### src/rtl/irq_req_gen.sv
module irq_req_gen #(
  parameter int NUM_FUNC       = 2,
  parameter int PULSE_CYCLES   = 25,
  parameter int RELEASE_CYCLES = 2
) (
  input  logic                clk,
  input  logic                rst_n,
  input  logic [NUM_FUNC-1:0] func_int,
  input  logic [NUM_FUNC-1:0] func_en,
  input  logic                level_mode,
  input  logic                reeval,
  output logic                irq_n
);

  localparam int MAX_CYC = (PULSE_CYCLES > RELEASE_CYCLES) ? PULSE_CYCLES : RELEASE_CYCLES;
  localparam int CNT_W   = $clog2(MAX_CYC + 1);

  typedef enum logic [1:0] {S_IDLE, S_PULSE, S_REL} state_t;

  logic [NUM_FUNC-1:0] sync1, sync2;
  logic                lvl_any, lvl_q, rise, evt, pend;
  logic [CNT_W-1:0]    cnt;
  state_t              state;

  assign lvl_any = |(sync2 & func_en);
  assign rise    = lvl_any & ~lvl_q;
  assign evt     = rise | (reeval & lvl_any);

  always_ff @(posedge clk or negedge rst_n) begin
    if (!rst_n) begin
      sync1 <= '0;
      sync2 <= '0;
      lvl_q <= 1'b0;
    end else begin
      sync1 <= func_int;
      sync2 <= sync1;
      lvl_q <= lvl_any;
    end
  end

  always_ff @(posedge clk or negedge rst_n) begin
    if (!rst_n) begin
      state <= S_IDLE;
      cnt   <= '0;
      pend  <= 1'b0;
      irq_n <= 1'b1;
    end else if (level_mode) begin
      pend <= 1'b0;
      if (state == S_REL) begin
        if (cnt == '0) begin
          state <= S_IDLE;
          irq_n <= ~lvl_any;
        end else begin
          cnt   <= cnt - 1'b1;
          irq_n <= 1'b1;
        end
      end else if (reeval && lvl_any) begin
        state <= S_REL;
        cnt   <= CNT_W'(RELEASE_CYCLES - 1);
        irq_n <= 1'b1;
      end else begin
        state <= S_IDLE;
        irq_n <= ~lvl_any;
      end
    end else begin
      case (state)
        S_PULSE: begin
          if (evt) pend <= 1'b1;
          if (cnt == '0) begin
            state <= S_IDLE;
            irq_n <= 1'b1;
          end else begin
            cnt   <= cnt - 1'b1;
            irq_n <= 1'b0;
          end
        end
        S_IDLE: begin
          if (evt || pend) begin
            state <= S_PULSE;
            cnt   <= CNT_W'(PULSE_CYCLES - 1);
            pend  <= 1'b0;
            irq_n <= 1'b0;
          end else begin
            irq_n <= 1'b1;
          end
        end
        default: begin
          state <= S_IDLE;
          irq_n <= 1'b1;
        end
      endcase
    end
  end

endmodule

### config.mk
export PLATFORM = sky130hd
export DESIGN_NAME = irq_req_gen
export DESIGN_NICKNAME = d
export VERILOG_FILES = /design/src/rtl/irq_req_gen.sv
export SDC_FILE = /design/constraint.sdc
export NUM_CORES = 1
export LEC_CHECK = 0
export ABC_AREA = 1
export BUFFER_PORTS_ARGS = -buffer_cell sky130_fd_sc_hd__buf_2
export CAP_MARGIN = 10
export CELL_PAD_IN_SITES_DETAIL_PLACEMENT = 0
export CELL_PAD_IN_SITES_GLOBAL_PLACEMENT = 1
export CORE_UTILIZATION = 37
export CTS_BUF_LIST = sky130_fd_sc_hd__clkbuf_4 sky130_fd_sc_hd__clkbuf_8 sky130_fd_sc_hd__clkbuf_16
export CTS_CLUSTER_SIZE = 10
export DETAILED_ROUTE_END_ITERATION = 16
export GPL_TIMING_DRIVEN = 0
export PLACE_DENSITY_LB_ADDON = 0.1
export RECOVER_POWER = 25
export SLEW_MARGIN = 20
export SYNTH_ARGS = -nofsm -noshare
export SYNTH_HDL_FRONTEND = slang
export SYNTH_SLANG_ARGS = --single-unit
### constraint.sdc
create_clock -name clk -period 1.2 [get_ports clk]
set_input_delay 0.24 -clock clk [delete_from_list [all_inputs] [get_ports clk]]
set_output_delay 0.24 -clock clk [all_outputs]
set_load 0.05 [all_outputs]
Word level (Yosys, flattened, before mapping)
Cells that the tools add are included.

storage, ports and cells
  bits in registers = 14
  output and inout bits = 1
  logic and storage cells = 50

operators by class
  add/sub/neg operators = 1
  equality and inequality tests = 5
  multiplexer cells = 23
  bitwise operators = 6
  reductions and logical operators = 8

operators by type and width
  cell                                                                    count
  5-bit 2-to-1 mux                                                        5
  2-bit 2-to-1 mux                                                        5
  5-bit case mux with 2 select lines                                      1
  1-bit 2-to-1 mux                                                        9
  3-bit != test (second input constant)                                   2
  3-bit AND reduction                                                     2
  5-bit logical NOT                                                       1
  5-bit by 1-bit subtractor with 5-bit output (second input constant)     1
  1-bit case mux with 2 select lines                                      2
  2-bit case mux with 2 select lines                                      1
  3-bit by 1-bit != test with 1-bit output (second input constant)        1
  3-bit nonzero test                                                      1
  1-bit AND                                                               2
  2-bit AND                                                               1
  2-bit by 1-bit equality test with 1-bit output (second input constant)  1
  2-bit equality test (second input constant)                             1
  2-bit logical NOT                                                       1
  1-bit NOT                                                               2
  2-bit OR reduction                                                      1
  1-bit logical AND                                                       1
  1-bit logical OR                                                        1
  1-bit OR                                                                1

Logic depth before layout (Yosys ltp)
Gate-level depths: netlist of run 1.

  depth after elaboration = 8
  gate-level depth with buffers = 8

Least setup slack after synthesis of run 1
No wires, ideal clock.

  path type = reg2reg
  from = register cnt[0]
  to = register irq_n
  setup time = 0.061 ns
  arrival = 1.197 ns
  data required time = 1.139 ns
  path slack = -0.058 ns
  stages on the path, launching flop included = 9
  buffers on the path = 0
  path through = dfrtp_1 -> inv_1 -> ha_1 -> nand3_2 -> o21ai_0 -> inv_1 -> nand2_1 -> nand2_1 -> nand2_1

between the ends
  cells in the longest elaborated chain, start to end = 4
  elaborated cells on any way between the ends = 6
  those cells by class = 5 x mux; 1 x reduce/logical

ends and longest elaborated chain
  element                                                                        line    source
  start, declared                                                                22      logic [CNT_W-1:0] cnt;
  start signal, assigned                                                         54      cnt <= cnt - 1'b1;
  start signal, assigned                                                         59      cnt <= CNT_W'(RELEASE_CYCLES - 1);
  start signal, assigned                                                         73      cnt <= cnt - 1'b1;
  5-bit logical NOT (*)                                                          50, 69
  1-bit 2-to-1 mux (on tied branches)                                            69, 50
  1-bit case mux with 2 select lines / 1-bit 2-to-1 mux (equally long branches)  66, 49
  1-bit 2-to-1 mux (*)                                                           47      end else if (level_mode) begin
  end signal, assigned                                                           52      irq_n <= ~lvl_any;
  end signal, assigned                                                           63      irq_n <= ~lvl_any;
  end, declared                                                                  12      output logic irq_n

Mark *: on every way between the ends. The rest lies on a longest branch, timed or not.
A chain may end at the register's enable or synchronous reset.

Worst setup path in the final report of run 1
  from = register cnt[1]
  to = register state[1]

between the ends
  cells in the longest elaborated chain, start to end = 4
  elaborated cells on any way between the ends = 5
  those cells by class = 4 x mux; 1 x reduce/logical

ends and longest elaborated chain
  element                                                                        line    source
  5-bit logical NOT (*)                                                          50, 69
  2-bit 2-to-1 mux (*)                                                           -
  2-bit case mux with 2 select lines / 2-bit 2-to-1 mux (equally long branches)  -
  2-bit 2-to-1 mux (*)                                                           -
  end signal, assigned                                                           51      state <= S_IDLE;
  end signal, assigned                                                           58      state <= S_REL;
  end signal, assigned                                                           70      state <= S_IDLE;
  end, declared                                                                  23      state_t state;

Marks and branches as above.

==> reports/qor.log, run 1 <==
[outcome] status finished with violations
[outcome] failing checks negative setup slack
[logic_synthesis] Syn Area/Cell 8.17 µm²
[setup_path] Critical Path Source Type flop
[route] detailed-routing wirelength on met1 764 µm
[global_routing] overall track demand over capacity in global routing 17.0%
[floorplan] standard cell core area 1960 µm²
[hold_path] launch point of the worst hold path func_int[1]
[placed_design] number of cells in the design after placement 129
[logic_synthesis] sequential-to-total area share from yosys stat 45.8%
[pwr] relative contribution of the clock network to total power 16.5%
[layout] number of non-filler instances in the completed layout 141
[sta] setup skew after layout 0.00947 ns
[route] number of DRC violations after detailed-routing iteration 0 14
[sta] final total negative setup slack -0.0381 ns
[pwr] internal power component 1.13 mW
[setup_path] maximum fanout encountered on the critical timing path 6
[logic_synthesis] synthesized net count 103
[hold_path] worst hold path class input port to flop
[flow_run] max-cap violations 0
[global_routing] Congestion Overflow GR 0
[pwr] total power divided by cell area 1910 nW/µm²
[floorplan] site row count 16
[sta] fmax 809 MHz
[layout] Post-Route Utilization 50.6%
[placed_design] routability congestion estimate from global placement 0.730
[layout] number of diodes 0
[logic_synthesis] Post-synth EDFFs 0
[logic_synthesis] Synth area leaders dfrtp_1, nand2_1, inv_1, nand3_1, nand3_4
[logic_synthesis] gate count after technology mapping 94
[cts] TritonCTS clock tree yes
[logic_synthesis] flops & latches, synth 14
[sta] fraction of the cycle the final worst path needs 103%
[pwr] sequential cell fraction of total power 36.2%
[logic_synthesis] number of warnings reported in the yosys synthesis log 0
[logic_synthesis] netlist area before placement 768 µm²
[setup_path] Worst Setup End Kind flop
[sta] final worst hold slack 0.0526 ns
[cts] Bufs on Longest Clock Path 2
[setup_path] timing startpoint of the critical path cnt[1]
[global_routing] initial antenna violation count 0
[setup_path] reg2reg start cnt[1]
[layout] Multi-input gate area 414 µm²
[logic_synthesis] most common cell in the synthesized netlist nand2_1
[cts] clock tree root buffer cell clkbuf_4
[layout] synthesis-to-finish area growth 29.3%
[floorplan] Die Span X 47.6 µm
[pwr] Net Sw Frac 40.3%
[setup_path] setup slack of the most critical reg-to-reg path -0.04 ns
[sta] unrepaired setup endpoints after global routing yes
[cts] clock-pin slew on the worst setup and hold paths 0.09 ns
[placed_design] placed wire-length estimate after detailed placement 1.18 mm
[layout] cell area after layout 993 µm²
[route] uppermost layer routed met4
[layout] fillers 203
[cts] clock network latency to the later pin of the worst-skew pair 0.28 ns
[route] wire length on met2 789 µm
[sta] slew of the pin with the lowest slew margin 0.325 ns
[route] ANT nets after route 0
[pwr] leakage power total 0.499 nW
[route] wirelength, routed 1.68 mm
[cts] Inserted Clock Buffers 3
[floorplan] die area 2260 µm²
[route] drt via density 4.77
[floorplan] die boundary height 47.6 µm
[logic_synthesis] proportion of register bits with asynchronous set or reset after synthesis 100%
[floorplan] boundary pin count 9
[sta] Final Slew Violations 0
[logic_synthesis] portion of synthesized cell area occupied by the leading cell type 42.3%
[layout] ratio of cells with drive above 1 in the final layout 36.8%
[placed_design] Post-DP Area 855 µm²
[sta] fin crit period 1.24 ns
[floorplan] Starting Density 39.2%
[global_routing] pin count of the biggest net entering global routing 15
[setup_path] type of the setup path with the least slack flop to flop
[pwr] Worst VDD drop 1050 µV
[global_routing] global-route wire length before repair 2.59 mm
[route] vias 672
[global_routing] vias in the first global route 616
[layout] nets@finish 124
[layout] area occupied by registers 352 µm²
[setup_path] required time at the endpoint of the critical path 1.37 ns
[logic_synthesis] number of different library cells in the post-synthesis netlist 22
[logic_synthesis] largest area contributor in the synthesized netlist dfrtp_1
[pwr] power share of the combinational group 47.3%
[logic_synthesis] leading post-synthesis cells by instance count nand2_1, dfrtp_1, inv_1, nand3_1
[route] Remaining DRCs 0
[route] DR WL/cell 11.9 µm
[logic_synthesis] ys flop type dfrtp_1
[sta] Final WS setup -0.0356 ns
[cts] number of sinks handled by clock tree synthesis 14
[route] Pre-Repair DR Iteration Count 4
[cts] maximum level of the CTS H-tree 1
[setup_path] Worst Path Arrival 1.41 ns
[sta] final count of hold timing violations 0
[pwr] Net Switching 763 µW
[sta] endpoints failing setup 2
[sta] relative slew slack 78.4%
[placed_design] IO buf count 8
[route] length of routed met3 wiring 65 µm
[per-layer routing]
layer / up-vias / track usage (%)
met2: 15 / 27.7
met5: - / 0
met3: 8 / 2.64
li1: 346 / -
met1: 303 / 22.4
met4: 0 / 7.22
[cells in the final DEF, fill, tap and decap left out, types with 5 or more instances in the layout]
cell type  synthesis  routed
buf_2              0       7
buf_4              0       7
dfrtp_1           13      13
inv_1             10       8
nand2_1           31      27
nand2_2            1       5
nand3_1            7       7
nand4_1            5       5
[worst paths after layout]
kind	end	cells after the start
min reg2reg	sync2[0]	0
min in group asynchronous	cnt[4]	2
max in group asynchronous	irq_n	2
min	sync1[1]	1
max reg2reg	state[1]	6
max	state[1]	6
[area by class of cell]
class                      count  share of cell area (%)
clock buffer                   4                    3.02
inverter                      13                    5.16
multi-input combinational     67                    41.7
sequential                    14                    35.4
tap                           27                    3.40
timing repair buffer          16                    11.3
[power groups by stage]
stage,Clock [mW],Sequential [mW],Combinational (mW)
detailed placement,0,0.693,0.706
global placement,0,0.690,0.689
floorplan,0,0.699,0.544
global route,0.336,0.702,1.00
finish,0.312,0.685,0.896
CTS,0.323,0.685,0.853
[critical path: stages, from the launching register on]
cell and delay [ns]:
dfrtp_1 0.40, inv_2 0.10, ha_4 0.18, nand3_4 0.11
buf_4 0.16, nand3_1 0.08, o21ai_0 0.10
[cells by family (layout without fill, tap and decap cells)]
family | Yosys count | after routing | share of synthesized area (%)
xor+xnor | 1 | 1 | 1.14
fa+ha+maj | 1 | 1 | 1.63
compound gates | 8 | 8 | 5.86
buf+inv | 13 | 33 | 6.68
flops | 14 | 14 | 45.8
simple gates | 57 | 57 | 38.9
[registers in the layout, indices dropped and copies added, names as in the netlist]
| name | cells |
|---|---|
| sync2 | 2 |
| sync1 | 2 |
| pend | 1 |
| irq_n | 1 |
| cnt | 5 |
| lvl_q | 1 |
| state | 2 |
[stage by stage]
| step | power [mW] | setup slack, ns |
|---|---|---|
| finish | 1.89 | -0.0356 |
| global route | 2.04 | -0.114 |
| CTS | 1.86 | -0.0326 |
| detailed placement | 1.40 | -0.177 |
| global placement | 1.38 | -0.140 |
| floorplan | 1.24 | 0.0183 |
[what timing repair did]
action	in CTS	in global routing
setup buffers	5	2
gates resized for setup	9	7
endpoints found under the hold margin	13	0
pin swaps	1	3
hold buffers	1	0
endpoints found under the setup margin	10	9
(Power assumes the default switching activity.)
==> inputs of run 2 (changes only) <==
--- a/config.mk
+++ b/config.mk
@@ -5,12 +5,11 @@
 export SDC_FILE = /design/constraint.sdc
 export NUM_CORES = 1
 export LEC_CHECK = 0
-export ABC_AREA = 1
 export BUFFER_PORTS_ARGS = -buffer_cell sky130_fd_sc_hd__buf_2
 export CAP_MARGIN = 10
 export CELL_PAD_IN_SITES_DETAIL_PLACEMENT = 0
 export CELL_PAD_IN_SITES_GLOBAL_PLACEMENT = 1
-export CORE_UTILIZATION = 37
+export CORE_UTILIZATION = 38
 export CTS_BUF_LIST = sky130_fd_sc_hd__clkbuf_4 sky130_fd_sc_hd__clkbuf_8 sky130_fd_sc_hd__clkbuf_16
 export CTS_CLUSTER_SIZE = 10
 export DETAILED_ROUTE_END_ITERATION = 16
==> reports/qor.log, run 2 <==
[outcome] status finished with violations
[outcome] failing checks negative setup slack
[placed_design] number of cells in the design after placement 101
[sta] fin crit period 1.53 ns
[cts] clock tree root buffer cell clkbuf_4
[setup_path] Worst Setup End Kind flop
[setup_path] largest incremental delay on the critical path 0.49 ns
[layout] top library cells by usage in the layout, fill and taps aside dfrtp_1, buf_4, nand2_1, buf_2
[sta] Final WS setup -0.329 ns
[logic_synthesis] portion of synthesized cell area occupied by the leading cell type 45.6%
[placed_design] placed wire-length estimate after detailed placement 1.07 mm
[sta] slew of the pin with the lowest slew margin 0.365 ns
[setup_path] timing startpoint of the critical path cnt[0]
[global_routing] initial antenna violation count 0
[route] drt via density 5.21
[layout] number of diodes 0
[floorplan] die area 2050 µm²
[sta] unrepaired setup endpoints after global routing yes
[setup_path] CP Cell Sequence inv_2, ha_4, or4b_4, nor2_2, o221a_2, a21oi_1
[logic_synthesis] sequential-to-total area share from yosys stat 49.3%
[logic_synthesis] largest area contributor in the synthesized netlist dfrtp_1
[logic_synthesis] proportion of register bits with asynchronous set or reset after synthesis 100%
[floorplan] site row count 15
[pwr] Net Sw Frac 34.3%
[cts] TritonCTS clock tree yes
[route] DR WL/cell 13.3 µm
[cts] maximum level of the CTS H-tree 1
[route] Remaining DRCs 0
[layout] ratio of cells with drive above 1 in the final layout 46.2%
[cts] clock network latency to the later pin of the worst-skew pair 0.28 ns
[sta] setup skew after layout 0.00575 ns
[logic_synthesis] flops & latches, synth 14
[pwr] total power divided by cell area 1950 nW/µm²
[cts] Inserted Clock Buffers 3
[setup_path] required time at the endpoint of the critical path 1.37 ns
[logic_synthesis] most common cell in the synthesized netlist dfrtp_1
[logic_synthesis] ys flop type dfrtp_1
[pwr] Net Switching 656 µW
[hold_path] worst hold path class input port to flop
[global_routing] global-route wire length before repair 2.50 mm
[floorplan] die boundary height 45.3 µm
[logic_synthesis] Syn Area/Cell 10.5 µm²
[sta] fmax 654 MHz
[route] vias 604
[hold_path] WHS Path Cells 1
[global_routing] overall track demand over capacity in global routing 17.6%
[setup_path] type of the setup path with the least slack flop to flop
[pwr] relative contribution of the clock network to total power 18.1%
[cts] Bufs on Longest Clock Path 2
[logic_synthesis] gate count after technology mapping 68
[pwr] power share of the combinational group 45.5%
[route] number of DRC violations after detailed-routing iteration 0 7
[global_routing] Congestion Overflow GR 0
[setup_path] cell with the largest stage delay on the worst path or4b_4
[placed_design] IO buf count 8
[setup_path] Critical Path Source Type flop
[global_routing] pin count of the biggest net entering global routing 15
[pwr] internal power component 1.25 mW
[logic_synthesis] Post-synth EDFFs 0
[sta] final total negative setup slack -2.09 ns
[logic_synthesis] number of warnings reported in the yosys synthesis log 0
[sta] fraction of the cycle the final worst path needs 127%
[setup_path] maximum fanout encountered on the critical timing path 4
[sta] final count of hold timing violations 0
[sta] endpoints failing setup 9
[placed_design] routability congestion estimate from global placement 0.742
[route] Pre-Repair DR Iteration Count 4
[floorplan] boundary pin count 9
[logic_synthesis] synthesized net count 77
[global_routing] vias in the first global route 553
[placed_design] worst-case setup slack after placement -0.392 ns
[setup_path] reg2reg start cnt[0]
[pwr] sequential cell fraction of total power 36.5%
[logic_synthesis] Synth area leaders dfrtp_1, dfstp_2, nand2_1, nor2_1, o2bb2ai_1
[flow_run] max-cap violations 0
[layout] synthesis-to-finish area growth 37.2%
[layout] Largest Register cnt
[logic_synthesis] netlist area before placement 713 µm²
[floorplan] Die Span X 45.3 µm
[floorplan] Starting Density 40.9%
[logic_synthesis] leading post-synthesis cells by instance count dfrtp_1, nand2_1, nor2_1, inv_1
[floorplan] standard cell core area 1750 µm²
[hold_path] launch point of the worst hold path func_int[0]
[setup_path] Reg2Reg Depth 6
[pwr] Worst VDD drop 1070 µV
[layout] number of non-filler instances in the completed layout 116
[route] wirelength, routed 1.54 mm
[setup_path] Worst Path Arrival 1.70 ns
[cts] number of sinks handled by clock tree synthesis 14
[sta] relative slew slack 75.4%
[logic_synthesis] number of different library cells in the post-synthesis netlist 35
[cts] clock-pin slew on the worst setup and hold paths 0.09 ns
[pwr] leakage power total 0.450 nW
[sta] Final Slew Violations 0
[setup_path] setup slack of the most critical reg-to-reg path -0.33 ns
[pwr] Total Power 1.91 mW
[route] ANT nets after route 0
[layout] most common cell after layout, fill and taps aside dfrtp_1
[layout] flip-flop count of the largest register after layout 5
[layout] nets@finish 101
## run 2: cell count changes after synthesis, sizes merged, moves of 3 or more
cell and change:
nand2 -27, nand3 -10, inv -9, nand4 -4, nor2 -4, nor3 +3
## run 2: repair_timing
action                                 in CTS  in global routing
setup buffers                               8                  3
setup endpoints to repair                   9                  9
gates resized for setup                     8                  1
endpoints found under the hold margin      13                  0
pin swaps                                   6                  2
hold buffers                                1                  0
## run 2: routing by layer
metal	vias to the layer above	part of all wire [%]	global-route usage, %
li1	298	-	-
met1	287	53	25.0
met2	13	42	25.2
met3	6	2.9	3.60
met4	0	2.1	9.09
met5	-	0	0
## run 2: worst paths after layout
check	endpoint
worst max-delay path	cnt[0]
worst min-delay path	sync1[0]
worst max register to register	cnt[0]
worst min register to register	sync2[1]
max in group asynchronous	irq_n
min in group asynchronous	state[1]
## run 2: worst max-delay path: cells and delay by family (launching register included)
family                   cells  cell delay (ns)
flip-flops                   1             0.40
AO/OA/AOI/OAI                2             0.22
buffers and inverters        1             0.09
AND/OR/NAND/NOR              2             0.59
adder cells (fa/ha/maj)      1             0.13
## run 2: final cells by class
| type | count | area (µm²) |
|---|---|---|
| inverters | 4 | 15.0 |
| plain buffers | 1 | 13.8 |
| repair buffers | 20 | 143 |
| fillers | 170 | 767 |
| clock buffers | 4 | 36.3 |
| well taps | 25 | 31.3 |
| flip-flops and latches | 14 | 352 |
| multi-input cells | 48 | 388 |
## run 2: through the flow
step	cell area, µm²	util [%]	hold WS (ns)
3_3_place_gp	812	46.5	0.155
3_5_place_dp	812	46.5	0.156
2_1_floorplan	741	-	-0.0556
4_1_cts	953	54.6	0.0519
6_report	978	56.1	0.0593
5_1_grt	978	56.1	0.0438
## run 2: cell families (layout without fill, tap and decap cells)
logic type | after synthesis | in the layout | synth area share (%)
flops | 14 | 14 | 49.3
fa+ha+maj | 1 | 1 | 1.75
compound gates | 20 | 20 | 23.5
xor+xnor | 1 | 1 | 1.23
buf+inv | 6 | 29 | 3.33
simple gates | 26 | 26 | 20.9
## run 2: power groups by stage
stage                     Clock (mW)  Sequential [mW]  Combinational (mW)
after floorplan                    0            0.680               0.450
after global placement             0            0.677               0.589
after detailed placement           0            0.679               0.590
after CTS                      0.351            0.692               0.795
after global routing           0.374            0.708               0.939
final                          0.345            0.697               0.868
